**src/rtl/tdm_reframe_pkg.sv**
```systemverilog
package tdm_reframe_pkg;

    localparam int SLOTS_PER_PERIOD  = 2;
    localparam int PERIODS_PER_FRAME = 4;
    localparam int DEF_SLOT_W        = 32;

    typedef enum logic {
        ST_SEEK = 1'b0,
        ST_LOCK = 1'b1
    } align_state_e;

    // Event produced once per bit clock by the period tracker
    typedef struct packed {
        logic start;    // active word-clock edge sampled this cycle
        logic len_bad;  // period length differs from the nominal one
    } period_evt_t;

    function automatic int period_bits(input int slot_w);
        return slot_w * SLOTS_PER_PERIOD;
    endfunction

    function automatic int frame_bits(input int slot_w);
        return slot_w * SLOTS_PER_PERIOD * PERIODS_PER_FRAME;
    endfunction

endpackage

```
**src/rtl/rf_edge_track.sv**
```systemverilog
module rf_edge_track
    import tdm_reframe_pkg::*;
#(
    parameter int PERIOD_BITS = 64
) (
    input  logic        clk,
    input  logic        rst,
    input  logic        lrclk,
    input  logic        pol_rise,
    output period_evt_t evt
);
    localparam int             CW   = $clog2(PERIOD_BITS + 1);
    localparam logic [CW-1:0]  LAST = CW'(PERIOD_BITS - 1);

    logic          lr_q;
    logic [CW-1:0] cnt;
    logic          start;

    assign start = (lrclk != lr_q) && (lrclk == pol_rise);

    always_ff @(posedge clk) begin
        if (rst) begin
            lr_q <= pol_rise;
            cnt  <= LAST;
        end else begin
            lr_q <= lrclk;
            if (start)
                cnt <= '0;
            else if (cnt != LAST)
                cnt <= cnt + 1'b1;
        end
    end

    // An edge must come exactly when the count reaches LAST; reaching LAST
    // with no edge means the period is too long.
    always_comb begin
        evt.start   = start;
        evt.len_bad = start ? (cnt != LAST) : (cnt == LAST);
    end

endmodule

```
**src/rtl/rf_period_shift.sv**
```systemverilog
module rf_period_shift #(
    parameter int PERIOD_BITS = 64
) (
    input  logic                   clk,
    input  logic                   rst,
    input  logic                   sdin,
    input  logic                   clear,
    output logic [PERIOD_BITS-1:0] word
);
    logic [PERIOD_BITS-2:0] sh;

    // The word includes the bit sampled in the current cycle, so it is
    // complete on the same edge that closes the period.
    assign word = {sh, sdin};

    always_ff @(posedge clk) begin
        if (rst || clear)
            sh <= '0;
        else
            sh <= word[PERIOD_BITS-2:0];
    end

endmodule

```
**src/rtl/rf_frame_build.sv**
```systemverilog
module rf_frame_build
    import tdm_reframe_pkg::*;
#(
    parameter int SLOT_W = DEF_SLOT_W
) (
    input  logic                        clk,
    input  logic                        rst,
    input  period_evt_t                 evt,
    input  logic [period_bits(SLOT_W)-1:0] word,
    input  logic                        align_en,
    output logic                        locked,
    output logic                        err,
    output logic                        frame_close,
    output logic                        frame_valid,
    output logic [frame_bits(SLOT_W)-1:0]  frame_q
);
    localparam int             PB    = period_bits(SLOT_W);
    localparam int             FB    = frame_bits(SLOT_W);
    localparam int             NP    = PERIODS_PER_FRAME;
    localparam int             PW    = $clog2(NP);
    localparam logic [PW-1:0]  LASTP = PW'(NP - 1);

    align_state_e  st;
    logic          armed;
    logic [PW-1:0] pidx;
    logic [PB-1:0] held [NP];
    logic [FB-1:0] full;

    // Frame image: held periods in the upper part, closing word at the bottom
    for (genvar gi = 0; gi < NP - 1; gi++) begin : g_pack
        assign full[FB-1-gi*PB -: PB] = held[gi];
    end
    assign full[PB-1:0] = word;

    assign locked      = (st == ST_LOCK);
    assign frame_close = locked && evt.start && !evt.len_bad && (pidx == LASTP);

    always_ff @(posedge clk) begin
        if (rst) begin
            st          <= ST_SEEK;
            armed       <= 1'b0;
            err         <= 1'b0;
            pidx        <= '0;
            frame_valid <= 1'b0;
            frame_q     <= '0;
            for (int i = 0; i < NP; i++) held[i] <= '0;
        end else begin
            frame_valid <= 1'b0;
            unique case (st)
                ST_SEEK: begin
                    if (!align_en) begin
                        armed <= 1'b1;
                    end else if (evt.start && armed) begin
                        st      <= ST_LOCK;
                        armed   <= 1'b0;
                        err     <= 1'b0;
                        held[0] <= word;
                        pidx    <= PW'(1);
                    end
                end
                ST_LOCK: begin
                    if (evt.len_bad) begin
                        st   <= ST_SEEK;
                        err  <= 1'b1;
                        pidx <= '0;
                        for (int i = 0; i < NP; i++) held[i] <= '0;
                    end else if (frame_close) begin
                        frame_q     <= full;
                        frame_valid <= 1'b1;
                        pidx        <= '0;
                        for (int i = 0; i < NP; i++) held[i] <= '0;
                    end else if (evt.start) begin
                        held[pidx] <= word;
                        pidx       <= pidx + 1'b1;
                    end
                end
                default: st <= ST_SEEK;
            endcase
        end
    end

endmodule

```
**src/rtl/rf_tdm8_ser.sv**
```systemverilog
module rf_tdm8_ser #(
    parameter int FRAME_BITS = 256
) (
    input  logic                  clk,
    input  logic                  rst,
    input  logic                  run,
    input  logic                  load,
    input  logic [FRAME_BITS-1:0] frame,
    output logic                  fs_out,
    output logic                  sd_out
);
    logic [FRAME_BITS-1:0] osh;

    // Falling-edge launch so the receiver samples on the rising edge
    always_ff @(negedge clk) begin
        if (rst || !run) begin
            osh    <= '0;
            fs_out <= 1'b0;
            sd_out <= 1'b0;
        end else if (load) begin
            sd_out <= frame[FRAME_BITS-1];
            osh    <= {frame[FRAME_BITS-2:0], 1'b0};
            fs_out <= 1'b1;
        end else begin
            sd_out <= osh[FRAME_BITS-1];
            osh    <= {osh[FRAME_BITS-2:0], 1'b0};
            fs_out <= 1'b0;
        end
    end

endmodule

```
**src/rtl/tdm_reframer.sv**
```systemverilog
module tdm_reframer
    import tdm_reframe_pkg::*;
#(
    parameter int SLOT_W = DEF_SLOT_W
) (
    input  logic bclk,
    input  logic rst,
    input  logic lrclk,
    input  logic sdin,
    input  logic align_en,
    input  logic pol_rise,
    output logic fs_out,
    output logic sd_out,
    output logic locked,
    output logic err
);
    localparam int PB = period_bits(SLOT_W);
    localparam int FB = frame_bits(SLOT_W);

    period_evt_t   evt;
    logic [PB-1:0] word;
    logic          frame_close;
    logic          frame_valid;
    logic [FB-1:0] frame_q;

    rf_edge_track #(.PERIOD_BITS(PB)) edge_i (
        .clk      (bclk),
        .rst      (rst),
        .lrclk    (lrclk),
        .pol_rise (pol_rise),
        .evt      (evt)
    );

    rf_period_shift #(.PERIOD_BITS(PB)) shift_i (
        .clk   (bclk),
        .rst   (rst),
        .sdin  (sdin),
        .clear (frame_close),
        .word  (word)
    );

    rf_frame_build #(.SLOT_W(SLOT_W)) build_i (
        .clk         (bclk),
        .rst         (rst),
        .evt         (evt),
        .word        (word),
        .align_en    (align_en),
        .locked      (locked),
        .err         (err),
        .frame_close (frame_close),
        .frame_valid (frame_valid),
        .frame_q     (frame_q)
    );

    rf_tdm8_ser #(.FRAME_BITS(FB)) ser_i (
        .clk    (bclk),
        .rst    (rst),
        .run    (locked),
        .load   (frame_valid),
        .frame  (frame_q),
        .fs_out (fs_out),
        .sd_out (sd_out)
    );

endmodule

```
**config.mk**
```make
export PLATFORM = sky130hd
export DESIGN_NAME = tdm_reframer
export DESIGN_NICKNAME = d
export VERILOG_FILES = /design/src/rtl/tdm_reframe_pkg.sv /design/src/rtl/rf_edge_track.sv /design/src/rtl/rf_period_shift.sv /design/src/rtl/rf_frame_build.sv /design/src/rtl/rf_tdm8_ser.sv /design/src/rtl/tdm_reframer.sv
export SDC_FILE = /design/constraint.sdc
export NUM_CORES = 1
export LEC_CHECK = 0
export BUFFER_PORTS_ARGS = -buffer_cell sky130_fd_sc_hd__buf_2
export CORE_MARGIN = 5
export CORE_UTILIZATION = 62
export CTS_BUF_LIST = sky130_fd_sc_hd__clkbuf_16
export DETAILED_ROUTE_END_ITERATION = 8
export HOLD_SLACK_MARGIN = 0.02
export PLACE_DENSITY = 0.78
export SYNTH_ARGS = -nofsm -noshare
export SYNTH_HDL_FRONTEND = slang
export SYNTH_SLANG_ARGS = --single-unit
export TNS_END_PERCENT = 5
```
**constraint.sdc**
```tcl
create_clock -name bclk -period 6.9 [get_ports bclk]
set_input_delay 1.38 -clock bclk [delete_from_list [all_inputs] [get_ports bclk]]
set_output_delay 1.38 -clock bclk [all_outputs]
set_load 0.02 [all_outputs]
```
==> flow_metrics.env, run 1 <==
export IMPL_drcViolationCount=0
export IMPL_synth_compound_area_share_pct=5.53
export IMPL_synthesis_area_um2=27300
export IMPL_area_growth_pct=13.8
export IMPL_tns_ps=0
export IMPL_ys_flop_type="dfxtp_1"
export IMPL_synth_common_cells="dfxtp_1, nand2_1, nor2_1, a21oi_1, and2_1"
export IMPL_cp_slowest_stage_delay_ps=340
export IMPL_die_height_um=220
export IMPL_postRouteAntennaNets=0
export IMPL_post_place_cells=3026
export IMPL_rows=77
export IMPL_synth_seq_cells=782
export IMPL_dieArea_um2=48400
export IMPL_p_int_mw=7.42
export IMPL_grt_overflow=0
export IMPL_path_clk_slew_ps=80
export IMPL_drive_gt1_share_pct=6.07
export IMPL_cap_violations=0
export IMPL_postCtsSetupBuffers=0
export IMPL_nets=2778
export IMPL_setup_viol=0
export IMPL_hold_ws_ps=433
export IMPL_combPwrFrac_pct=1.6
export IMPL_cts_tree="done"
export IMPL_critPathKind="reg2out"
export IMPL_postCtsHoldBufs=0
export IMPL_fillers=3033
export IMPL_grtUsageTotal_pct=23.2
export IMPL_routed_via_count=18217
export IMPL_worst_ep_arrival_time_ps=4600
export IMPL_avgSynthCellArea_um2=10.6
export IMPL_cts_sinks=782
export IMPL_post_synth_top_count_cell="dfxtp_1"
export IMPL_netlist_instances=2572
export IMPL_ctsResizeCount=0
export IMPL_status="finished, final reports clean"
export IMPL_cts_root_buf="clkbuf_16"
export IMPL_hold_violations=0
export IMPL_ys_types=42
export IMPL_synth_simple_gate_area_share_pct=17.3
export IMPL_layout_cells_non_filler=3426
export IMPL_critPathSlowestCell="dfxtp_1"
export IMPL_dr_pass1_iters=5
export IMPL_synth_top_area_share_pct=43.2
export IMPL_gp_congestion=0.733
export IMPL_yosys_area_top_type="dfxtp_1"
export IMPL_antenna_cells=0
export IMPL_drtIter0Drc=1300
export IMPL_synth_fa_ha_area_share_pct=0.137
export IMPL_cp_end_kind="output pin"
export IMPL_insertion_delay_ps=670
export IMPL_ir_drop_uv=261
export IMPL_grt_setup_unrepaired="no"
export IMPL_io_pins=10
export IMPL_drt_wl_total_mm=55.1
export IMPL_seqPwrFrac_pct=49.2
export IMPL_cts_buffer_depth=3
export IMPL_slew_violations=0
export IMPL_hpwl_mm=26.1
export IMPL_via_per_inst=5.32
export IMPL_cts_buffers=77
export IMPL_worst_path_max_fanout=1
export IMPL_grt_max_degree=207
export IMPL_cts_htree_levels=3
export IMPL_synth_top_family_by_area="simple AND/OR/NAND/NOR gates"
export IMPL_p_leak_nw=11.3
export IMPL_ys_top_cells_by_area="dfxtp_1, edfxtp_1, mux2i_1, nand2_1, and2_1"
export IMPL_placeableCoreArea_um2=43900
export IMPL_cpLargestDelayFamily="flip-flops"
export IMPL_pwr_share_clk_pct=49.2
export IMPL_antenna_found_initial=0
export IMPL_grt_pass1_vias=18620
export IMPL_port_buffers=9
export IMPL_cellPowerDensity_nw_per_um2=312
export IMPL_synth_fp_nets=2581
export IMPL_seq_area_frac_synth_pct=64.3
export IMPL_critPathLaunchType="flop"
export IMPL_wl_per_cell_um=16.1
export IMPL_ys_warn_count=0
export IMPL_power_net_switching_mw=2.30
export IMPL_relSlewSlack_pct=22.6
export IMPL_swShare_pct=23.7
export IMPL_grt_pass1_wl_mm=92.0
export IMPL_synth_async_sr_flop_share_pct=0
export IMPL_hold_class="reg2reg"
export IMPL_synthMuxAreaShare_pct=9.38
export IMPL_initial_core_util_pct=62.2
export IMPL_synth_edff_count=192
export IMPL_cp_num_buf_inv=1
export IMPL_skew_ps=67.6
export IMPL_cp_cell_sequence="buf_2"
export IMPL_fp_dieW_um=220
export IMPL_fin_util_pct=70.8
export IMPL_worst_pin_slew_ps=1160
export IMPL_critical_path_required_ps=5520
export IMPL_total_power_mw=9.72
export IMPL_synth_xor_area_share_pct=0
## final cells by class
class | count | area, µm² | share of cell area, %
multi-input combinational | 1612 | 8870 | 28.5
clock inverter | 319 | 1450 | 4.67
inverter | 5 | 18.8 | 0.0603
tap | 592 | 741 | 2.38
timing repair buffer | 34 | 393 | 1.26
clock buffer | 82 | 2050 | 6.60
sequential | 782 | 17600 | 56.5
## routing by layer
layer	share of wire [%]	track usage [%]	vias up
met5	0	0	-
met4	2.0	7.72	0
met3	4.5	3.70	102
met2	50	41.0	399
met1	43	29.2	8849
li1	-	-	8867
## stage by stage
stage | worst slack [ps] | area (µm²)
floorplan | 913 | 27300
global placement | 946 | 27600
detailed placement | 917 | 27600
CTS | 896 | 31100
global route | 860 | 31100
finish | 919 | 31100
## final timing paths
check	from	endpoint	slack [ps]	cells after the start
worst min register to register	ser_i.osh[52]$_SDFF_NP0_	ser_i.osh[53]$_SDFF_NP0_	430	2
worst min-delay path	ser_i.osh[52]$_SDFF_NP0_	ser_i.osh[53]$_SDFF_NP0_	430	2
worst max-delay path	ser_i.fs_out$_SDFF_NP0_	fs_out	920	1
worst max register to register	build_i.frame_valid$_DFF_P_	ser_i.osh[139]$_SDFF_NP0_	1580	3
## worst min-delay path: cells and delay by family (launching register included)
family,cells,cell delay [ps]
DFF,1,300
and+or+nand+nor,1,70
muxes,1,60
## state kept, by name, summed over array words and instances (netlist names)
name	flops
ser_i.fs_out	1
build_i.frame_q	256
build_i.locked	1
ser_i.osh	255
edge_i.cnt	7
edge_i.lr_q	1
shift_i.sh	63
build_i.held	192
build_i.frame_valid	1
build_i.pidx	2
ser_i.sd_out	1
build_i.err	1
build_i.armed	1
## power by group through the flow
stage          Sequential, mW  Clock (mW)  Combinational, mW
2_1_floorplan            4.87       0.226              0.106
3_3_place_gp             4.87       0.226              0.153
3_5_place_dp             4.87       0.226              0.157
4_1_cts                  4.79        4.83              0.158
5_1_grt                  4.79        5.18              0.172
6_report                 4.79        4.78              0.157
## cell families after synthesis
family | count (synthesis)
and+or+nand+nor | 1065
AOI/OAI and AO/OA | 288
buffers and inverters | 178
muxes | 256
adders and majority gates | 3
DFF | 782
## cells in the final DEF (no fill, tap or decap), types with 3 or more instances in the layout
cell and instances:
a21oi_1 263, bufinv_8 4, ha_1 3, inv_1 275, clkinv_1 8, nand3_1 4, o21ai_0 7, inv_2 4
buf_12 12, clkbuf_16 82, buf_4 13, nor2b_1 3, a221o_1 4, clkinv_2 14, or2_2 3, buf_2 8
nand2_1 518, edfxtp_1 192, and2_1 257, dfxtp_1 589, clkinvlp_2 6, inv_6 3, mux2i_1 255, bufinv_16 5
nor3_1 3, nor2_1 264
(Power assumes the default switching activity.)
==> run 2, diff against run 1 <==
==> constraint.sdc (replaced) <==
create_clock -name bclk -period 6.55 [get_ports bclk]
set_input_delay 1.31 -clock bclk [delete_from_list [all_inputs] [get_ports bclk]]
set_output_delay 1.31 -clock bclk [all_outputs]
set_load 0.02 [all_outputs]
==> run 2 against run 1 <==
- global-route usage fell by 0.44 points
- combinational power rose by 7%
- sequential power rose by 5.2%
- critical endpoint is now sd_out
- register-to-register slack got worse by 70 ps
- worst hold slack improved by 13 ps
- clock power rose by 4%
==> flow_metrics.env, run 2 (synthesis gave the netlist of run 1 again) <==
export IMPL_status="finished, final reports clean"
export IMPL_final_common_cell="dfxtp_1"
export IMPL_regMostFlops="build_i.frame_q"
export IMPL_postCtsHoldBufs=0
export IMPL_cp_slowest_stage_delay_ps=360
export IMPL_hold_class="reg2reg"
export IMPL_grt_overflow=0
export IMPL_tns_ps=0
export IMPL_grtUsageTotal_pct=22.8
export IMPL_grt_max_degree=211
export IMPL_antenna_found_initial=0
export IMPL_post_place_ws_ps=736
export IMPL_route_met3_wl_mm=2.34
export IMPL_die_height_um=220
export IMPL_drt_wl_total_mm=54.5
export IMPL_cpLargestDelayFamily="flip-flops"
export IMPL_critPathSlowestCell="dfxtp_1"
export IMPL_postRouteAntennaNets=0
export IMPL_port_buffers=9
export IMPL_via_per_inst=5.26
export IMPL_p_leak_nw=11.3
export IMPL_wl_per_cell_um=15.9
export IMPL_setup_ws_ps=792
export IMPL_ctsResizeCount=0
export IMPL_grt_setup_unrepaired="no"
export IMPL_antenna_cells=0
export IMPL_gp_congestion=0.726
export IMPL_drcViolationCount=0
export IMPL_setup_viol=0
export IMPL_ir_drop_uv=249
export IMPL_highest_layer="met4"
export IMPL_nets=2777
export IMPL_cts_root_buf="clkbuf_16"
export IMPL_drtIter0Drc=1523
export IMPL_area_growth_pct=13.4
export IMPL_slew_violations=0
export IMPL_top_regs="build_i.frame_q x256, ser_i.osh x255, build_i.held x192"
export IMPL_dr_pass1_iters=5
export IMPL_hold_violations=0
export IMPL_drive_gt1_share_pct=5.59
export IMPL_rows=77
export IMPL_cap_violations=0
export IMPL_relSlewSlack_pct=28.7
export IMPL_insertion_delay_ps=650
export IMPL_grt_pass1_vias=18239
export IMPL_cts_sinks=782
export IMPL_routed_via_count=17991
export IMPL_cp_num_buf_inv=1
export IMPL_met1_length_mm=23.5
export IMPL_dr_wl_met2_mm=27.8
export IMPL_critPathKind="reg2out"
export IMPL_fp_dieW_um=220
export IMPL_worst_path_max_fanout=1
export IMPL_io_pins=10
export IMPL_dieArea_um2=48400
export IMPL_worst_ep_arrival_time_ps=4450
export IMPL_skew_ps=53.4
export IMPL_layout_common_cells="dfxtp_1, nand2_1, inv_1"
export IMPL_grt_pass1_wl_mm=90.5
export IMPL_hpwl_mm=26.2
export IMPL_cp_end_kind="output pin"
export IMPL_worst_pin_slew_ps=1070
export IMPL_postCtsSetupBuffers=0
export IMPL_cts_tree="done"
export IMPL_initial_core_util_pct=62.2
export IMPL_cellPowerDensity_nw_per_um2=328
export IMPL_cts_htree_levels=3
export IMPL_cts_buffer_depth=3
export IMPL_critPathLaunchType="flop"
export IMPL_largest_reg_flops=256
export IMPL_cp_cell_sequence="buf_2"
export IMPL_placeableCoreArea_um2=43900
export IMPL_critical_path_required_ps=5240
export IMPL_path_clk_slew_ps=50
export IMPL_cts_buffers=76
==> run 2: area by class of cell <==
class                           instances  area (µm²)
Clock inverter                        315        1400
Fill cell                            3125       12900
Timing Repair Buffer                   34         368
Multi-Input combinational cell       1612        8870
Inverter                                5        18.8
Tap cell                              592         741
Clock buffer                           81        2030
Sequential cell                       782       17600
==> run 2: layer usage <==
layer / GRT usage, % / up-vias
li1: - / 8852
met1: 29.1 / 8739
met2: 40.5 / 335
met3: 3.57 / 65
met4: 6.12 / 0
met5: 0 / -
==> run 2: power breakdown <==
group	switching, mW	internal [mW]
sequential	0.0270	5.02
clock	2.22	2.73
combinational	0.126	0.0422
total	2.37	7.79
==> run 2: worst paths after layout <==
| check | start | to | slack, ps | cells past startpoint |
|---|---|---|---|---|
| hold reg to reg | ser_i.osh[69]$_SDFF_NP0_ | ser_i.osh[70]$_SDFF_NP0_ | 450 | 2 |
| hold / removal | ser_i.osh[69]$_SDFF_NP0_ | ser_i.osh[70]$_SDFF_NP0_ | 450 | 2 |
| setup / recovery | ser_i.sd_out$_SDFF_NP0_ | sd_out | 790 | 1 |
| setup reg to reg | build_i.frame_valid$_DFF_P_ | ser_i.sd_out$_SDFF_NP0_ | 1510 | 3 |
==> run 2: stage by stage <==
stage | cells | utilization, % | power (mW) | hold WS (ps) | instance area [µm²]
2_1_floorplan | 2572 | - | 5.48 | 432 | 27300
3_3_place_gp | 3026 | 62.8 | 5.53 | 440 | 27600
3_5_place_dp | 3026 | 62.8 | 5.54 | 446 | 27600
4_1_cts | 3421 | 70.6 | 10.2 | 447 | 31000
5_1_grt | 3421 | 70.6 | 10.6 | 466 | 31000
6_report | 3421 | 70.6 | 10.2 | 446 | 31000
